==> src/rtl/issue_arb_pkg.sv <==
`timescale 1ns/1ps
package issue_arb_pkg;
  localparam int ISSUE_WIDTH = 2;
  localparam int CNT_W       = $clog2(ISSUE_WIDTH + 2);
  localparam int NUM_THREADS = 2;

  typedef logic [CNT_W-1:0] cnt_t;

  localparam cnt_t CNT_ZERO = cnt_t'(0);
  localparam cnt_t CNT_ONE  = cnt_t'(1);
  localparam cnt_t CNT_FULL = cnt_t'(ISSUE_WIDTH);

  // Saturate a raw ready code at the issue width.
  function automatic cnt_t clamp_ready(input cnt_t raw);
    return (raw > CNT_FULL) ? CNT_FULL : raw;
  endfunction

  // Base sharing policy for one thread, given its own and the peer's ready count.
  function automatic cnt_t base_share(input cnt_t own, input cnt_t peer);
    if (own == CNT_ZERO)      return CNT_ZERO;
    else if (peer == CNT_ZERO) return own;
    else                       return cnt_t'(ISSUE_WIDTH / 2);
  endfunction
endpackage

==> src/rtl/issue_crit_latch.sv <==
`timescale 1ns/1ps
module issue_crit_latch (
  input  logic clk,
  input  logic rst_n,
  input  logic crit_valid_i,
  input  logic crit_sel_i,
  output logic crit_valid_q,
  output logic crit_sel_q
);
  always_ff @(posedge clk or negedge rst_n) begin
    if (!rst_n) begin
      crit_valid_q <= 1'b0;
      crit_sel_q   <= 1'b0;
    end else begin
      crit_valid_q <= crit_valid_i;
      crit_sel_q   <= crit_sel_i;
    end
  end
endmodule

==> src/rtl/issue_base_alloc.sv <==
`timescale 1ns/1ps
module issue_base_alloc
  import issue_arb_pkg::*;
(
  input  cnt_t rdy_c [NUM_THREADS],
  output cnt_t base_o [NUM_THREADS]
);
  for (genvar t = 0; t < NUM_THREADS; t++) begin : g_thr
    always_comb base_o[t] = base_share(rdy_c[t], rdy_c[NUM_THREADS-1-t]);
  end
endmodule

==> src/rtl/issue_prio_select.sv <==
`timescale 1ns/1ps
module issue_prio_select
  import issue_arb_pkg::*;
(
  input  logic crit_valid_q,
  input  logic crit_sel_q,
  input  logic same_app_i,
  input  cnt_t rdy_c  [NUM_THREADS],
  input  cnt_t base_i [NUM_THREADS],
  output cnt_t issue_o [NUM_THREADS],
  output logic prio_hit_o
);
  cnt_t crit_rdy;

  always_comb begin
    crit_rdy   = rdy_c[crit_sel_q];
    prio_hit_o = crit_valid_q && same_app_i && (crit_rdy == CNT_FULL);
  end

  for (genvar t = 0; t < NUM_THREADS; t++) begin : g_thr
    always_comb begin
      if (prio_hit_o)
        issue_o[t] = (crit_sel_q == 1'(t)) ? CNT_FULL : CNT_ZERO;
      else
        issue_o[t] = base_i[t];
    end
  end
endmodule

==> src/rtl/smt_issue_arbiter.sv <==
`timescale 1ns/1ps
module smt_issue_arbiter
  import issue_arb_pkg::*;
(
  input  logic       clk,
  input  logic       rst_n,
  input  logic [1:0] rdy_t0_i,
  input  logic [1:0] rdy_t1_i,
  input  logic       same_app_i,
  input  logic       crit_valid_i,
  input  logic       crit_sel_i,
  output logic [1:0] issue_t0_o,
  output logic [1:0] issue_t1_o
);
  logic crit_valid_q;
  logic crit_sel_q;
  logic prio_hit;
  cnt_t rdy_raw [NUM_THREADS];
  cnt_t rdy_c   [NUM_THREADS];
  cnt_t base    [NUM_THREADS];
  cnt_t issue   [NUM_THREADS];

  always_comb begin
    rdy_raw[0] = cnt_t'(rdy_t0_i);
    rdy_raw[1] = cnt_t'(rdy_t1_i);
  end

  for (genvar t = 0; t < NUM_THREADS; t++) begin : g_clamp
    always_comb rdy_c[t] = clamp_ready(rdy_raw[t]);
  end

  issue_crit_latch u_latch (
    .clk          (clk),
    .rst_n        (rst_n),
    .crit_valid_i (crit_valid_i),
    .crit_sel_i   (crit_sel_i),
    .crit_valid_q (crit_valid_q),
    .crit_sel_q   (crit_sel_q)
  );

  issue_base_alloc u_base (
    .rdy_c  (rdy_c),
    .base_o (base)
  );

  issue_prio_select u_prio (
    .crit_valid_q (crit_valid_q),
    .crit_sel_q   (crit_sel_q),
    .same_app_i   (same_app_i),
    .rdy_c        (rdy_c),
    .base_i       (base),
    .issue_o      (issue),
    .prio_hit_o   (prio_hit)
  );

  always_comb begin
    issue_t0_o = 2'(issue[0]);
    issue_t1_o = 2'(issue[1]);
  end
endmodule

==> config.mk <==
export PLATFORM = sky130hd
export DESIGN_NAME = smt_issue_arbiter
export DESIGN_NICKNAME = d
export VERILOG_FILES = /design/src/rtl/issue_arb_pkg.sv /design/src/rtl/issue_crit_latch.sv /design/src/rtl/issue_base_alloc.sv /design/src/rtl/issue_prio_select.sv /design/src/rtl/smt_issue_arbiter.sv
export SDC_FILE = /design/constraint.sdc
export NUM_CORES = 1
export LEC_CHECK = 0
export ABC_AREA = 1
export CAP_MARGIN = 10
export CORE_AREA = 5 5 42 44
export DETAILED_ROUTE_END_ITERATION = 12
export DIE_AREA = 0 0 47 49
export GPL_ROUTABILITY_DRIVEN = 0
export PLACE_DENSITY = 0.4
export SLEW_MARGIN = 25
export SYNTH_ARGS = -nofsm -noshare
export SYNTH_HDL_FRONTEND = slang
export SYNTH_SLANG_ARGS = --single-unit
==> constraint.sdc <==
create_clock -name clk -period 0.88 [get_ports clk]
set_input_delay 0.132 -clock clk [delete_from_list [all_inputs] [get_ports clk]]
set_output_delay 0.132 -clock clk [all_outputs]
set_load 0.05 [all_outputs]
; ---- Word-level counts from Yosys, hierarchy flattened
; Cells that the tools add are included.
[classes]
n_eq_ne = 1
magnitude_cmp = 3
n_reduce_logical = 4
n_bitwise = 1
n_mux = 13
[ops]
columns = op, count
row1 = 2-bit 2-to-1 mux, 13
row2 = 2-bit greater-than comparator (second input constant), 2
row3 = 2-bit logical NOT, 2
row4 = 2-bit equality test (second input constant), 1
row5 = 2-bit >= comparator (second input constant), 1
row6 = 1-bit logical AND, 2
row7 = 1-bit NOT with 2-bit output, 1
[totals]
wordCells = 24
register_bits = 2

; ---- Logic depth before layout (Yosys ltp)
[depth]
word_depth = 8
ltp_mapped = 6
mapped_depth_nobuf = 6

; ---- Cells and area by module
; A second synthesis with hierarchy kept.
[hier_totals]
cells_unflattened = 38
hier_area_um2 = 216.5
[by_module_without_submodules]
columns = module, n_inst, cells_each, area_each_um2
row1 = issue_prio_select, 1, 22, 93.8
row2 = issue_base_alloc, 1, 8, 50.0
row3 = issue_crit_latch, 1, 2, 50.0
row4 = smt_issue_arbiter, 1, 6, 22.5

; ---- Worst setup path after synthesis
; Ideal clock, no wire load.
[synth_path]
kind = register to output
start = register u_latch.crit_sel_q
end = output issue_t0_o[1]
arrival_time_ns = 0.967
path_stages_with_launch = 6
path_slack_ns = -0.219
path_buffers = 0
cell_sequence = dfrtp_1 > inv_1 > nand2_2 > nand3_4 > nand2_1 > nand2_1
[synth_between]
elab_chain_len = 7
elab_cells_between_ends = 8
classes_between = eq/ne (1) / mux (5) / bitwise (1) / reduce/logical (1)
[synth_rtl]
columns = item, line
row1 = from (decl), issue_crit_latch.sv:8  ; output logic crit_sel_q
row2 = from (signal assigned), issue_crit_latch.sv:16  ; crit_sel_q <= crit_sel_i;
row3 = 1-bit NOT with 2-bit output (implied by the code), issue_prio_select.sv:16  ; crit_rdy = rdy_c[crit_sel_q];
row4 = 2-bit 2-to-1 mux (implied by the code) (3 in a row), issue_prio_select.sv:16
row5 = 2-bit equality test, issue_prio_select.sv:17  ; prio_hit_o = crit_valid_q && same_app_i && (crit_rdy == CNT_FULL);
row6 = 1-bit logical AND, issue_prio_select.sv:17
row7 = 2-bit 2-to-1 mux (*), issue_prio_select.sv:22  ; if (prio_hit_o)
row8 = to (decl), smt_issue_arbiter.sv:12  ; output logic [1:0] issue_t0_o,
; Mark *: on every way between the ends. The rest lies on a longest branch, timed or not. The select of a mux whose other input is x is not followed.

; ---- Final worst setup path
[layout_path]
start = register u_latch.crit_sel_q
end = output issue_t1_o[0]
[layout_between]
elab_chain_len = 7
[layout_rtl]
columns = item, line
row1 = 1-bit NOT with 2-bit output (implied by the code), issue_prio_select.sv:16
row2 = 2-bit 2-to-1 mux (implied by the code) (3 in a row), issue_prio_select.sv:16
row3 = 2-bit equality test, issue_prio_select.sv:17
row4 = 1-bit logical AND, issue_prio_select.sv:17
row5 = 2-bit 2-to-1 mux, issue_prio_select.sv:22
row6 = to (decl), smt_issue_arbiter.sv:13  ; output logic [1:0] issue_t1_o
; No other way between the ends. The select of a mux whose other input is x is not followed.

==> results.md <==
- Num ports: 13
- Root buffer cell: clkbuf_4
- Leak: 0.000211 uW
- Clock-pin slew on the worst setup and hold paths: around 0.03 ns
- Antenna viol nets, final: 0
- FILL cells: 163
- Bufs on Longest Clock Path: 2
- Register area share after synthesis: around 27%
- Final wirelength: 452 um
- Worst Path Arrival: about 1.1 ns
- Remaining DRCs: 0
- CTS tree: yes
- Maximum VDD drop: 0.476 mV
- Total design power: ~530 uW
- Post-layout min period: between 1 and 1.5 ns
- Pwr dens: between 1000 and 1500 nW/um2
- Violated checks: negative setup slack
- #FFs+latches synth: 2
- Distinct cells, synth: 10
- Status: finished, violations left
- Core outline area: 1400 um2
- Vias in the first global route: ~210
- Cell area after synthesis: 186 um2
- Maxcap violations: 0
- Post-CTS setup buffers: 0
- Site Rows: 14
- Mean Syn Cell Area: 6.43 um2
- Max_slew headroom: between 80 and 90%
- Slew Limit Fails: 0
- Initial DRC Count: 1
- Worst hold path type: input pin to asynchronous set/reset pin
- Pin count of the biggest net entering global routing: 5
- Final non-filler cell total: between 60 and 70
- CP Launch Type: register
- Remaining global-route overflow: 0
- Avg WL per Cell: approximately 7.4 um
- Die area: between 2000 and 2500 um2
- Placed Cells: 58
- Design area: between 400 and 500 um2
- CP Data Required Time: 0.75 ns
- Syn Inst Count: 29
- Max Clock Freq: about 0.79 GHz
- Final period util: 145%
- Share of layout cells above drive strength 1: 46.7%
- Drt pass-1 iters: 2
- Vias per cell: around 3.6
- Vias: about 220
- Placed cell area: 390 um2
- Syn-to-layout area delta: 123%
- H-tree depth: 1
- Effective utilization at floorplan: a little over an eighth
- Tot GR Track Use: 5.07%
- Ys Warns: 0
- Initial antenna violation count: 0
- Nets@finish: 56
- Port bufs: 12
- Die width: roughly 47 um
- Critical Path End Type: output pin
- Num CTS Buffers: 3
- Max Fanout on Critical Path: 4
- Final Hold Fails: 0
- ANT cells: 0
- Worst hold slack: roughly 0.070 ns
- Crit Path Category: register to output pin
- Pre-CTS setup slack: -0.483 ns
- CTS Sinks: 2
- Syn Nets: 38
- DP HPWL: 377 um
- Die height: approximately 49 um
- Worst Max-Slew Pin Slew: 0.156 ns
- Final setup vio count: 4
- First-pass GRT wire length: between 700 and 800 um
- Final Worst Setup Slack: -0.394 ns
- RSZ-0062 raised after global routing: yes
[placed cells by master, fill, tap and decap left out]
master / instances
nand2_1: 8
clkdlybuf4s50_1: 6
inv_2: 4
nand2_2: 4
buf_12: 4
clkbuf_4: 3
nor2_1: 2
inv_1: 2
nand2_4: 2
dlygate4sd2_1: 2
dfrtp_1: 2
nand3_4: 1
nor2b_4: 1
clkinvlp_4: 1
nand4_1: 1
nand3_1: 1
buf_4: 1
[routing by layer]
metal  vias to the layer above  global-route usage (%)  share of wire, %
met5                         -                       0                 0
met4                         0                    6.91               3.8
met3                         2                    1.11               9.5
met2                        11                    6.33                46
met1                        87                    5.70                41
li1                        119                       -                 -
[sequential cells by signal, indices dropped and copies added (netlist names)]
signal,count
u_latch.crit_valid_q,1
u_latch.crit_sel_q,1
[path summary, 6_finish.rpt]
check / start / end
setup / recovery: u_latch.crit_sel_q / issue_t1_o[0]
hold / removal: rst_n / u_latch.crit_sel_q
max in group asynchronous: rst_n / u_latch.crit_valid_q
min in group clk: crit_sel_i / u_latch.crit_sel_q
[worst max-delay path, cell delays in order (launching register included)]
cell,delay [ns]
dfrtp_1,0.40
inv_2,0.07
nand2_2,0.06
nand3_4,0.08
nor2b_4,0.17
buf_12,0.14
[synth_stat cells]
cell type,instances,share of area (%)
inv_1,4,8.1
nand2_2,3,10
nor2b_4,1,7.4
dfrtp_1,2,27
nand3_1,1,2.7
nand4_1,1,3.4
nor2_1,2,4.0
nand3_4,1,9.4
nand2_1,11,22
inv_2,3,6.0
[repair_timing]
action,4_1_cts,5_1_grt
endpoints found under the setup margin,4,4
gates resized for setup,2,1
hold buffers,0,0
gates cloned,0,0
pin swaps,2,1
[through the flow]
step | TNS [ns] | utilization [%]
global route | -1.84 | 29.6
floorplan | -0.422 | -
global placement | -1.80 | 27.9
finish | -1.53 | 29.6
CTS | -1.57 | 29.3
detailed placement | -1.81 | 27.9
[area by class of cell]
class                           count  area [um2]  share of cell area (%)
Timing Repair Buffer               13         165                    39.8
Multi-Input combinational cell     20         128                    30.7
Sequential cell                     2        50.0                    12.0
Inverter                            7        30.0                    7.23
Clock buffer                        3        22.5                    5.42
Tap cell                           16        20.0                    4.82
[power by group]
group          leakage, uW  switching [uW]  internal [uW]  total, uW
clock            0.0000138            54.0            151        205
sequential       0.0000233            2.95           97.3        100
combinational     0.000174             113            110        223
total             0.000211             170            358        527
[cells by family (layout without fill, tap and decap cells)]
family	Yosys count	after routing	synth area share, %
simple gates	20	20	59.1
buf+inv	7	23	14.1
flops	2	2	26.8
Note: power is estimated with default switching activity, not from simulation.
